### config.mk
export PLATFORM = sky130hd
export DESIGN_NAME = i2c_txn_seq
export DESIGN_NICKNAME = d
export VERILOG_FILES = /design/src/rtl/i2c_seq_pkg.sv /design/src/rtl/i2c_seq_addr.sv /design/src/rtl/i2c_seq_shift.sv /design/src/rtl/i2c_txn_seq.sv
export SDC_FILE = /design/constraint.sdc
export NUM_CORES = 1
export LEC_CHECK = 0
export ABC_AREA = 1
export ABC_CLOCK_PERIOD_IN_PS = 2100
export BUFFER_PORTS_ARGS = -buffer_cell sky130_fd_sc_hd__buf_2
export CORE_UTILIZATION = 58
export CTS_BUF_LIST = sky130_fd_sc_hd__clkbuf_4
export CTS_CLUSTER_SIZE = 20
export DETAILED_ROUTE_END_ITERATION = 6
export PLACE_DENSITY = 0.82
export SETUP_SLACK_MARGIN = 0.2
export SYNTH_ARGS = -nofsm -noshare
export SYNTH_HDL_FRONTEND = slang
export SYNTH_SLANG_ARGS = --single-unit
### constraint.sdc
create_clock -name clk_i -period 2.1 [get_ports clk_i]
set_input_delay 0.63 -clock clk_i [delete_from_list [all_inputs] [get_ports clk_i]]
set_output_delay 0.63 -clock clk_i [all_outputs]
set_load 0.02 [all_outputs]
### src/rtl/i2c_seq_pkg.sv
package i2c_seq_pkg;
  localparam int BYTE_W = 8;
  localparam int ADDR_W = 10;

  typedef enum logic [2:0] {
    CMD_START = 3'd0,
    CMD_STOP  = 3'd1,
    CMD_WRITE = 3'd2,
    CMD_READ  = 3'd3,
    CMD_ABORT = 3'd4
  } cmd_e;

  typedef enum logic [2:0] {
    ST_OK      = 3'd0,
    ST_NODEV   = 3'd1,
    ST_IO      = 3'd2,
    ST_INVAL   = 3'd3,
    ST_TIMEOUT = 3'd4,
    ST_ARBLOST = 3'd5
  } status_e;
endpackage

### src/rtl/i2c_seq_addr.sv
module i2c_seq_addr
  import i2c_seq_pkg::*;
(
  input  logic [ADDR_W-1:0] addr_i,
  input  logic              rd_i,
  input  logic              ten_i,
  input  logic              idx_i,
  output logic [BYTE_W-1:0] byte_o
);
  localparam logic [4:0] TEN_HDR = 5'b11110;

  always_comb begin
    if (!ten_i)      byte_o = {addr_i[6:0], rd_i};
    else if (!idx_i) byte_o = {TEN_HDR, addr_i[9:8], rd_i};
    else             byte_o = addr_i[7:0];
  end
endmodule

### src/rtl/i2c_seq_shift.sv
module i2c_seq_shift #(
  parameter int W = 8
) (
  input  logic         clk_i,
  input  logic         rst_ni,
  input  logic         load_i,
  input  logic [W-1:0] load_val_i,
  input  logic         shift_i,
  input  logic         bit_i,
  output logic [W-1:0] data_o,
  output logic         msb_o,
  output logic         last_o
);
  localparam int CNT_W = (W > 1) ? $clog2(W) : 1;
  localparam logic [CNT_W-1:0] CNT_LAST = CNT_W'(W - 1);

  logic [W-1:0]     sh_q;
  logic [CNT_W-1:0] cnt_q;

  always_ff @(posedge clk_i or negedge rst_ni) begin
    if (!rst_ni) begin
      sh_q  <= '0;
      cnt_q <= '0;
    end else if (load_i) begin
      sh_q  <= load_val_i;
      cnt_q <= '0;
    end else if (shift_i) begin
      sh_q  <= {sh_q[W-2:0], bit_i};
      cnt_q <= (cnt_q == CNT_LAST) ? '0 : cnt_q + 1'b1;
    end
  end

  assign data_o = sh_q;
  assign msb_o  = sh_q[W-1];
  assign last_o = (cnt_q == CNT_LAST);
endmodule

### src/rtl/i2c_txn_seq.sv
module i2c_txn_seq
  import i2c_seq_pkg::*;
#(
  parameter int LEN_W = 8
) (
  input  logic             clk_i,
  input  logic             rst_ni,
  input  logic             req_valid_i,
  output logic             req_ready_o,
  input  logic [9:0]       req_addr_i,
  input  logic             req_read_i,
  input  logic [LEN_W-1:0] req_len_i,
  input  logic             req_addr10_i,
  input  logic             req_nostart_i,
  input  logic             req_nostop_i,
  input  logic [7:0]       wr_data_i,
  input  logic             wr_valid_i,
  output logic             wr_ready_o,
  output logic [7:0]       rd_data_o,
  output logic             rd_valid_o,
  output logic             done_o,
  output logic [2:0]       status_o,
  output logic             cmd_valid_o,
  output logic [2:0]       cmd_o,
  output logic             cmd_bit_o,
  input  logic             rsp_valid_i,
  input  logic             rsp_bit_i,
  input  logic [1:0]       rsp_err_i
);
  typedef enum logic [3:0] {
    S_IDLE, S_START, S_ABYTE, S_AACK, S_LOAD, S_DBIT, S_DACK, S_STOP, S_ABORT
  } state_e;

  localparam logic [LEN_W-1:0] LEN_ONE = LEN_W'(1);

  state_e            state_q;
  logic              pend_q, started_q, a_idx_q;
  logic [LEN_W-1:0]  left_q;
  logic [ADDR_W-1:0] addr_q;
  logic              rd_q, ten_q, nostop_q;
  status_e           abort_st_q, stat_q;
  logic              done_q, rd_valid_q;
  logic [BYTE_W-1:0] rd_data_q;

  logic              is_cmd, rsp_fire, eng_err, ok_fire, last_byte, addr_last;
  logic [BYTE_W-1:0] abyte, sh_data, sh_val;
  logic              sh_load, sh_shift, sh_msb, sh_last;
  cmd_e              cmd;
  logic              cmd_bit;

  i2c_seq_addr u_addr (
    .addr_i (addr_q),
    .rd_i   (rd_q),
    .ten_i  (ten_q),
    .idx_i  (state_q == S_AACK),
    .byte_o (abyte)
  );

  i2c_seq_shift #(.W(BYTE_W)) u_shift (
    .clk_i      (clk_i),
    .rst_ni     (rst_ni),
    .load_i     (sh_load),
    .load_val_i (sh_val),
    .shift_i    (sh_shift),
    .bit_i      (rsp_bit_i),
    .data_o     (sh_data),
    .msb_o      (sh_msb),
    .last_o     (sh_last)
  );

  assign rsp_fire  = rsp_valid_i && pend_q;
  assign eng_err   = rsp_fire && (rsp_err_i != 2'b00) && (state_q != S_ABORT);
  assign ok_fire   = rsp_fire && !eng_err;
  assign last_byte = (left_q == LEN_ONE);
  assign addr_last = !ten_q || a_idx_q;

  // command decode
  always_comb begin
    is_cmd  = 1'b1;
    cmd     = CMD_WRITE;
    cmd_bit = 1'b0;
    unique case (state_q)
      S_START: begin cmd = CMD_START; cmd_bit = started_q; end
      S_ABYTE: cmd_bit = sh_msb;
      S_AACK:  cmd = CMD_READ;
      S_DBIT:  if (rd_q) cmd = CMD_READ; else cmd_bit = sh_msb;
      S_DACK:  if (rd_q) cmd_bit = last_byte; else cmd = CMD_READ;
      S_STOP:  cmd = CMD_STOP;
      S_ABORT: cmd = CMD_ABORT;
      default: is_cmd = 1'b0;
    endcase
  end

  assign cmd_valid_o = is_cmd && !pend_q;
  assign cmd_o       = cmd;
  assign cmd_bit_o   = cmd_bit;

  // shifter control
  always_comb begin
    sh_load  = 1'b0;
    sh_val   = '0;
    sh_shift = 1'b0;
    unique case (state_q)
      S_IDLE:  sh_load = req_valid_i && (req_len_i != '0) && req_nostart_i;
      S_START: begin sh_load = ok_fire; sh_val = abyte; end
      S_ABYTE, S_DBIT: sh_shift = ok_fire;
      S_AACK: begin
        sh_load = ok_fire && !rsp_bit_i;
        sh_val  = addr_last ? '0 : abyte;
      end
      S_DACK:  sh_load = ok_fire;
      S_LOAD:  begin sh_load = wr_valid_i; sh_val = wr_data_i; end
      default: ;
    endcase
  end

  always_ff @(posedge clk_i or negedge rst_ni) begin
    if (!rst_ni) begin
      state_q    <= S_IDLE;
      pend_q     <= 1'b0;
      started_q  <= 1'b0;
      a_idx_q    <= 1'b0;
      left_q     <= '0;
      addr_q     <= '0;
      rd_q       <= 1'b0;
      ten_q      <= 1'b0;
      nostop_q   <= 1'b0;
      abort_st_q <= ST_OK;
      stat_q     <= ST_OK;
      done_q     <= 1'b0;
      rd_valid_q <= 1'b0;
      rd_data_q  <= '0;
    end else begin
      done_q     <= 1'b0;
      rd_valid_q <= 1'b0;
      if (cmd_valid_o) pend_q <= 1'b1;
      if (rsp_fire)    pend_q <= 1'b0;

      if (eng_err) begin
        state_q   <= S_IDLE;
        started_q <= 1'b0;
        done_q    <= 1'b1;
        stat_q    <= rsp_err_i[1] ? ST_ARBLOST : ST_TIMEOUT;
      end else begin
        unique case (state_q)
          S_IDLE: if (req_valid_i) begin
            if (req_len_i == '0) begin
              done_q <= 1'b1;
              stat_q <= ST_INVAL;
            end else begin
              addr_q   <= req_addr_i;
              rd_q     <= req_read_i;
              ten_q    <= req_addr10_i;
              nostop_q <= req_nostop_i;
              left_q   <= req_len_i;
              a_idx_q  <= 1'b0;
              if (!req_nostart_i)  state_q <= S_START;
              else if (req_read_i) state_q <= S_DBIT;
              else                 state_q <= S_LOAD;
            end
          end
          S_START: if (ok_fire) begin
            started_q <= 1'b1;
            state_q   <= S_ABYTE;
          end
          S_ABYTE: if (ok_fire && sh_last) state_q <= S_AACK;
          S_AACK: if (ok_fire) begin
            if (rsp_bit_i) begin
              abort_st_q <= ST_NODEV;
              state_q    <= S_ABORT;
            end else if (!addr_last) begin
              a_idx_q <= 1'b1;
              state_q <= S_ABYTE;
            end else begin
              state_q <= rd_q ? S_DBIT : S_LOAD;
            end
          end
          S_LOAD: if (wr_valid_i) state_q <= S_DBIT;
          S_DBIT: if (ok_fire && sh_last) begin
            state_q <= S_DACK;
            if (rd_q) begin
              rd_valid_q <= 1'b1;
              rd_data_q  <= {sh_data[BYTE_W-2:0], rsp_bit_i};
            end
          end
          S_DACK: if (ok_fire) begin
            if (!rd_q && rsp_bit_i) begin
              abort_st_q <= ST_IO;
              state_q    <= S_ABORT;
            end else begin
              left_q <= left_q - 1'b1;
              if (!last_byte) begin
                state_q <= rd_q ? S_DBIT : S_LOAD;
              end else if (nostop_q) begin
                state_q <= S_IDLE;
                done_q  <= 1'b1;
                stat_q  <= ST_OK;
              end else begin
                state_q <= S_STOP;
              end
            end
          end
          S_STOP: if (ok_fire) begin
            started_q <= 1'b0;
            state_q   <= S_IDLE;
            done_q    <= 1'b1;
            stat_q    <= ST_OK;
          end
          S_ABORT: if (rsp_fire) begin
            started_q <= 1'b0;
            state_q   <= S_IDLE;
            done_q    <= 1'b1;
            stat_q    <= abort_st_q;
          end
          default: state_q <= S_IDLE;
        endcase
      end
    end
  end

  assign req_ready_o = (state_q == S_IDLE);
  assign wr_ready_o  = (state_q == S_LOAD);
  assign rd_data_o   = rd_data_q;
  assign rd_valid_o  = rd_valid_q;
  assign done_o      = done_q;
  assign status_o    = stat_q;
endmodule

==> run_results.csv, run 1 <==
group,metric,value,unit
route,dr_total_vias,3527,
worst_setup_path,cp.required,1.47,ns
route,first_pass_iters,5,
worst_setup_path,worst_setup_path_end_kind,"primary output",
route,viasPerCell,5.40,
placed_design,gp_congestion,0.950,
worst_setup_path,crit_top_cell,"nor2_2",
finish,drive_above_1_share,0.348,
cts,path_clk_slew,0.17,ns
sta,maxSlewViolCount,0,
cts,ctsHoldBuffers,0,
global_route,overflow,0,
worst_setup_path,r2r_start,"state_q[1]",
finish,antennaDiodeCount,0,
synthesis,ys_warn_count,0,
global_route,grt_max_degree,35,
run,maxCapViolCount,0,
synthesis,ys_types,30,
sta,setup_viol,6,
sta,rsz0062_at_grt,"true",
route,wl_per_cell,14.2,microns
global_route,track_usage,0.294,
cts,clkLatencyLatePin,0.39,ns
synthesis,mappedNetlistNets,522,
min_path,min_path_type,"in2async",
route,remaining_drc_errors,0,
sta,setup_tns,-0.994,ns
worst_setup_path,criticalPathCategory,"reg2out",
global_route,antenna_found_initial,0,
cts,cts_buffer_depth,2,
worst_setup_path,endpoint,"cmd_valid_o",
worst_setup_path,crit_arrival,1.70,ns
synthesis,yosysTopAreaCellShare,0.406,
worst_setup_path,r2r_slack,0.08,ns
cts,numCtsBuffers,5,
sta,tightest_slew,0.483,ns
placed_design,place_area,3780,sq um
power_and_ir_drop,peakVddDrop,0.746,mV
worst_setup_path,setup.worst_path.start,"state_q[3]",
worst_setup_path,reg2reg_to,"u_shift.data_o[7]",
route,drt-initial-drc-count,267,
synthesis,synth.cell_area,3330,sq um
finish,area_delta_synth_final,34.1,%
power_and_ir_drop,power_density,1360,nW/um^2
worst_setup_path,cpPeakStageDelay,0.43,ns
worst_setup_path,path_max_fanout,3,
floorplanning,io_pins,58,
floorplanning,die_y,77.7,microns
placed_design,port_buffers,57,
synthesis,synth_seq_cells,54,
placed_design,dp.final_hpwl,6.29,mm
worst_setup_path,cp-start-kind,"flip-flop",
worst_setup_path,worstRegToRegCells,12,
cts,htreeDepth,2,
floorplanning,start_util,0.604,
power_and_ir_drop,total_leakage_power,2.43,nW
finish,design_area,4460,sq um
floorplanning,die_w,77.7,microns
synthesis,synth_seq_area_share,0.406,
sta,final_hold_viol_count,0,
synthesis,post-synth-top-area-cell,"dfrtp_1",
global_route,grt_pass1_vias,3143,
sta,setup_ws,-0.232,ns
synthesis,netlist_top_cells_area,"dfrtp_1 (41%), nand2_1 (21%), nand3_1 (6.0%)",
sta,clock_skew,0.00805,ns
floorplanning,row_count,27,
sta,finalCritPeriodShare,1.11,
cts,cts-root-buf,"clkbuf_4",
worst_setup_path,crit_path_cell_trace,"inv_2 -> nor2_4 -> nand2_4 -> clkinvlp_4 -> a21oi_2 -> nand3_1 -> nor2_2 -> nor2_2 -> buf_6",
sta,slew_headroom,0.678,
run_status,status,"finished with violations",
synthesis,synth.avg_cell_area,6.93,sq um
finish,nets,622,
route,ant_nets,0,
cts,cts.sinks,54,
route,drt_wl_total,9.29,mm
global_route,grt_pass1_wl,14.0,mm
synthesis,synthCells,480,
run_status,violations,"negative setup slack",
finish,post-route-util,0.810,
cts,cts_tree,"built",
floorplanning,core,5510,sq um
sta,max_freq,429,MHz
worst_setup_path,cpMaxStageDelayCell,"dfrtp_1",
floorplanning,dieArea,6040,sq um
sta,finalCriticalPeriod,2.33,ns
-- where the power goes --
part           total [W]  internal [W]  switching (W)
clock network   0.000495      0.000135       0.000360
logic            0.00379       0.00158        0.00222
registers        0.00179       0.00144       0.000344
total            0.00607       0.00315        0.00292
-- critical path, delay by kind of cell, from the launching register on --
kind	cells	cell delay (ns)
flip-flops	1	0.43
AND/OR/NAND/NOR	5	0.41
buffers and inverters	3	0.34
AO/OA/AOI/OAI	1	0.14
-- placed cells by master (no fill, tap or decap), types with 4 or more instances in the layout --
cell,n
buf_2,50
nor2_2,7
a21oi_1,16
o21ai_2,5
buf_6,15
inv_1,39
dfrtp_1,51
buf_4,31
ha_1,4
o21ai_1,9
nand3_2,11
nand2_1,168
clkbuf_4,5
nand3b_1,4
nand2_4,10
inv_2,10
nor2_1,33
nand3_1,31
a21oi_2,8
a21boi_0,5
nor2_4,13
nand2_2,15
o21ai_0,12
-- layout make-up --
class / instances / area, sq um
Tap cell: 72 / 90.1
Sequential cell: 54 / 1360
Clock inverter: 3 / 23.8
Fill cell: 397 / 1040
Timing Repair Buffer: 100 / 742
Multi-Input combinational cell: 366 / 2000
Inverter: 53 / 210
Clock buffer: 5 / 37.5
-- flip-flops by register name, summed over array words and instances (netlist names), 2 cells and up --
signal          cells
rd_data_o           8
status_o            3
u_shift.cnt_q       3
state_q             4
abort_st_q          2
left_q              8
addr_q             10
u_shift.data_o      8
-- timing repair --
item	4_1_cts	5_1_grt
pin swaps	8	22
buffers inserted	18	7
resized for setup	36	78
cloned	0	3
endpoints found under the setup margin	7	31
-- how the worst min path moves through the flow --
| stage | endpoint | slack (ns) | cells after the start |
|---|---|---|---|
| 2_1_floorplan | a_idx_q | 0.33 | 0 |
| 3_3_place_gp | rd_data_o[7] | 0.45 | 2 |
| 3_5_place_dp | rd_data_o[5] | 0.46 | 2 |
| 4_1_cts | u_shift.cnt_q[2] | 0.18 | 1 |
| 5_1_grt | u_shift.cnt_q[2] | 0.19 | 1 |
| 6_report | u_shift.cnt_q[2] | 0.17 | 1 |
-- metal layers --
metal | up-vias | track usage | share of wire
met5 | - | 0 | 0
met4 | 0 | 0.0887 | 0.019
met3 | 30 | 0.0518 | 0.066
met2 | 149 | 0.498 | 0.50
met1 | 1629 | 0.384 | 0.41
li1 | 1719 | - | -
-- cell usage after synthesis (all sizes together) --
cell / instances
o211ai: 2
nor3: 1
ha: 4
clkbuf: 2
o21ai: 26
mux2i: 1
dfrtp: 54
a21boi: 6
nor2: 53
nand4: 2
nand3b: 4
inv: 53
or2: 2
nand2: 195
nand3: 44
buf: 6
xnor2: 1
a21oi: 24
-- metrics by stage --
| stage | std cells | setup slack [ns] | hold WS [ns] | total power (W) |
|---|---|---|---|---|
| after detailed placement | 617 | 0.0845 | 0.457 | 0.00447 |
| after global placement | 617 | 0.128 | 0.448 | 0.00442 |
| final | 653 | -0.232 | 0.174 | 0.00607 |
| after global routing | 653 | -0.294 | 0.191 | 0.00651 |
| after CTS | 643 | -0.180 | 0.178 | 0.00538 |
| after floorplan | 480 | 0.202 | 0.334 | 0.00373 |
-- logic make-up after synthesis --
family                   after synthesis  share of synthesized area
flip-flops                            54                      0.406
multiplexers                           1                    0.00301
adder cells (fa/ha/maj)                4                     0.0150
buffers and inverters                 61                     0.0794
AND/OR/NAND/NOR                      301                      0.397
AO/OA/AOI/OAI                         58                     0.0967
XOR/XNOR                               1                    0.00263
No activity file was read; power rests on OpenSTA's default activity.
==> run 2: changes to the inputs <==
--- a/config.mk
+++ b/config.mk
@@ -8,11 +8,10 @@
 export ABC_AREA = 1
 export ABC_CLOCK_PERIOD_IN_PS = 2100
 export BUFFER_PORTS_ARGS = -buffer_cell sky130_fd_sc_hd__buf_2
-export CORE_UTILIZATION = 58
-export CTS_BUF_LIST = sky130_fd_sc_hd__clkbuf_4
+export CORE_UTILIZATION = 56
 export CTS_CLUSTER_SIZE = 20
 export DETAILED_ROUTE_END_ITERATION = 6
-export PLACE_DENSITY = 0.82
+export PLACE_DENSITY = 0.8
 export SETUP_SLACK_MARGIN = 0.2
 export SYNTH_ARGS = -nofsm -noshare
 export SYNTH_HDL_FRONTEND = slang
==> constraint.sdc (replaced) <==
create_clock -name clk_i -period 2.1 [get_ports clk_i]
set_input_delay 0.42 -clock clk_i [delete_from_list [all_inputs] [get_ports clk_i]]
set_output_delay 0.42 -clock clk_i [all_outputs]
set_load 0.02 [all_outputs]
==> run_results.csv, run 2 (synthesis gave the netlist of run 1 again) <==
group,metric,value,unit
run_status,status,"completed",
finish,layout_common_cells,"nand2_1 (176), dfrtp_1 (51), buf_2 (51)",
floorplanning,row_count,27,
floorplanning,die_y,79.1,microns
global_route,antenna_found_initial,0,
worst_setup_path,cpPeakStageDelay,0.49,ns
worst_setup_path,r2r_start,"state_q[2]",
power_and_ir_drop,peakVddDrop,0.662,mV
global_route,track_usage,0.285,
worst_setup_path,worst_setup_path_end_kind,"primary output",
power_and_ir_drop,pwr-share-comb,0.572,
route,first_pass_iters,6,
sta,max_freq,485,MHz
placed_design,port_buffers,57,
cts,numCtsBuffers,5,
global_route,grt_pass1_wl,14.0,mm
placed_design,place_area,3680,sq um
worst_setup_path,path_max_fanout,6,
sta,finalCritPeriodShare,0.981,
cts,cts-root-buf,"clkbuf_8",
worst_setup_path,crit_path_cell_trace,"nor2_4 -> nand2_4 -> nand2_4 -> o211ai_1 -> o211ai_1 -> buf_4",
floorplanning,io_pins,58,
power_and_ir_drop,p_seq_frac,0.316,
sta,rsz0062_at_grt,"true",
finish,area_delta_synth_final,25.4,%
sta,clock_skew,0.0138,ns
power_and_ir_drop,power,0.00568,W
route,dr_total_vias,3458,
global_route,grt_max_degree,28,
sta,tightest_slew,0.611,ns
floorplanning,core,5610,sq um
finish,largest-register,"addr_q",
power_and_ir_drop,power.internal,0.00291,W
power_and_ir_drop,sw_frac_of_total,0.488,
floorplanning,die_w,79.1,microns
cts,path_clk_slew,0.12,ns
worst_setup_path,reg2reg_to,"u_shift.data_o[0]",
sta,setup_tns,0,ns
finish,design_area,4170,sq um
run,maxCapViolCount,0,
finish,final_common_cell,"nand2_1",
finish,nets,607,
placed_design,gp_congestion,0.921,
finish,largest_register_ffs,10,
finish,antennaDiodeCount,0,
worst_setup_path,cp-start-kind,"flip-flop",
global_route,grt_pass1_vias,3139,
cts,cts.sinks,54,
worst_setup_path,cp.required,1.68,ns
sta,slew_headroom,0.592,
route,remaining_drc_errors,0,
cts,htreeDepth,2,
worst_setup_path,cpMaxStageDelayCell,"dfrtp_2",
cts,cts_tree,"built",
worst_setup_path,r2r_slack,0.16,ns
sta,setup_viol,0,
sta,maxSlewViolCount,0,
sta,finalCriticalPeriod,2.06,ns
route,viasPerCell,5.42,
power_and_ir_drop,clockPowerShare,0.112,
floorplanning,dieArea,6250,sq um
worst_setup_path,crit_arrival,1.64,ns
finish,n_fill_cell,451,
finish,drive_above_1_share,0.277,
sta,final_hold_viol_count,0,
finish,post-route-util,0.744,
floorplanning,start_util,0.593,
global_route,overflow,0,
power_and_ir_drop,power_density,1360,nW/um^2
placed_design,dp.final_hpwl,6.31,mm
worst_setup_path,setup.worst_path.start,"state_q[2]",
route,drt_wl_total,8.96,mm
worst_setup_path,criticalPathCategory,"reg2out",
worst_setup_path,worstRegToRegCells,12,
cts,cts_buffer_depth,2,
route,ant_nets,0,
power_and_ir_drop,total_leakage_power,2.33,nW
power_and_ir_drop,net-switching-power,0.00277,W
min_path,min_path_type,"in2async",
route,drt-initial-drc-count,194,
cts,clkLatencyLatePin,0.32,ns
route,wl_per_cell,14.0,microns
==> run 2: cell count changes in the layout (fill, tap and decap cells not counted), moves of 7 or more <==
cell and change:
buf_6 -7, nand2_1 +8, nand2_2 -8, nand3_1 +7, nand3_2 -7, o21ai_0 +9
==> run 2: how the worst max path moves through the flow <==
stage,depth (start not counted),to,slack (ns)
finish,6,cmd_bit_o,0.04
floorplan,7,cmd_valid_o,0.29
global route,6,cmd_bit_o,0.004
CTS,9,cmd_valid_o,0.09
detailed placement,11,u_shift.data_o[1],0.25
global placement,9,cmd_valid_o,0.27
==> run 2: routing by layer <==
metal	up-vias	GRT usage	routed length [microns]
met1	1624	0.382	3850
met2	128	0.476	4410
met4	0	0.0873	201
met5	-	0	0
li1	1684	-	-
met3	22	0.0414	497
==> run 2: cell type report <==
type / instances / area [sq um] / area share
clock buffer: 5 / 68.8 / 0.0165
sequential: 54 / 1360 / 0.325
multi-input combinational: 366 / 1870 / 0.448
inverter: 53 / 219 / 0.0525
timing repair buffer: 85 / 541 / 0.130
tap: 72 / 90.1 / 0.0216
clock inverter: 3 / 28.8 / 0.00690
==> run 2: through the flow <==
stage	hold slack (ns)	cells	setup WS (ns)
after floorplan	0.124	480	0.293
after global placement	0.448	607	0.271
after detailed placement	0.453	607	0.250
after CTS	0.114	629	0.0886
after global routing	0.133	638	0.00370
final	0.0986	638	0.0391
==> run 2: power groups by stage <==
stage	Sequential, W	Combinational [W]	Clock, W
floorplan	0.00174	0.00197	0
global route	0.00185	0.00359	0.000682
finish	0.00180	0.00325	0.000636
CTS	0.00177	0.00286	0.000641
detailed placement	0.00179	0.00257	0
global placement	0.00177	0.00253	0
==> run 2: timing repair <==
| action | 4_1_cts | 5_1_grt |
|---|---|---|
| gates cloned | 0 | 1 |
| hold buffers | 0 | 0 |
| setup endpoints to repair | 5 | 42 |
| gates resized for setup | 26 | 42 |
| pin swaps | 6 | 14 |
| buffers inserted | 14 | 8 |
==> run 2: critical path: cells and delay by family (launching register included) <==
kind / cells / cell delay [ns]
AO/OA/AOI/OAI: 2 / 0.19
AND/OR/NAND/NOR: 3 / 0.46
flip-flops: 1 / 0.49
buffers and inverters: 1 / 0.18
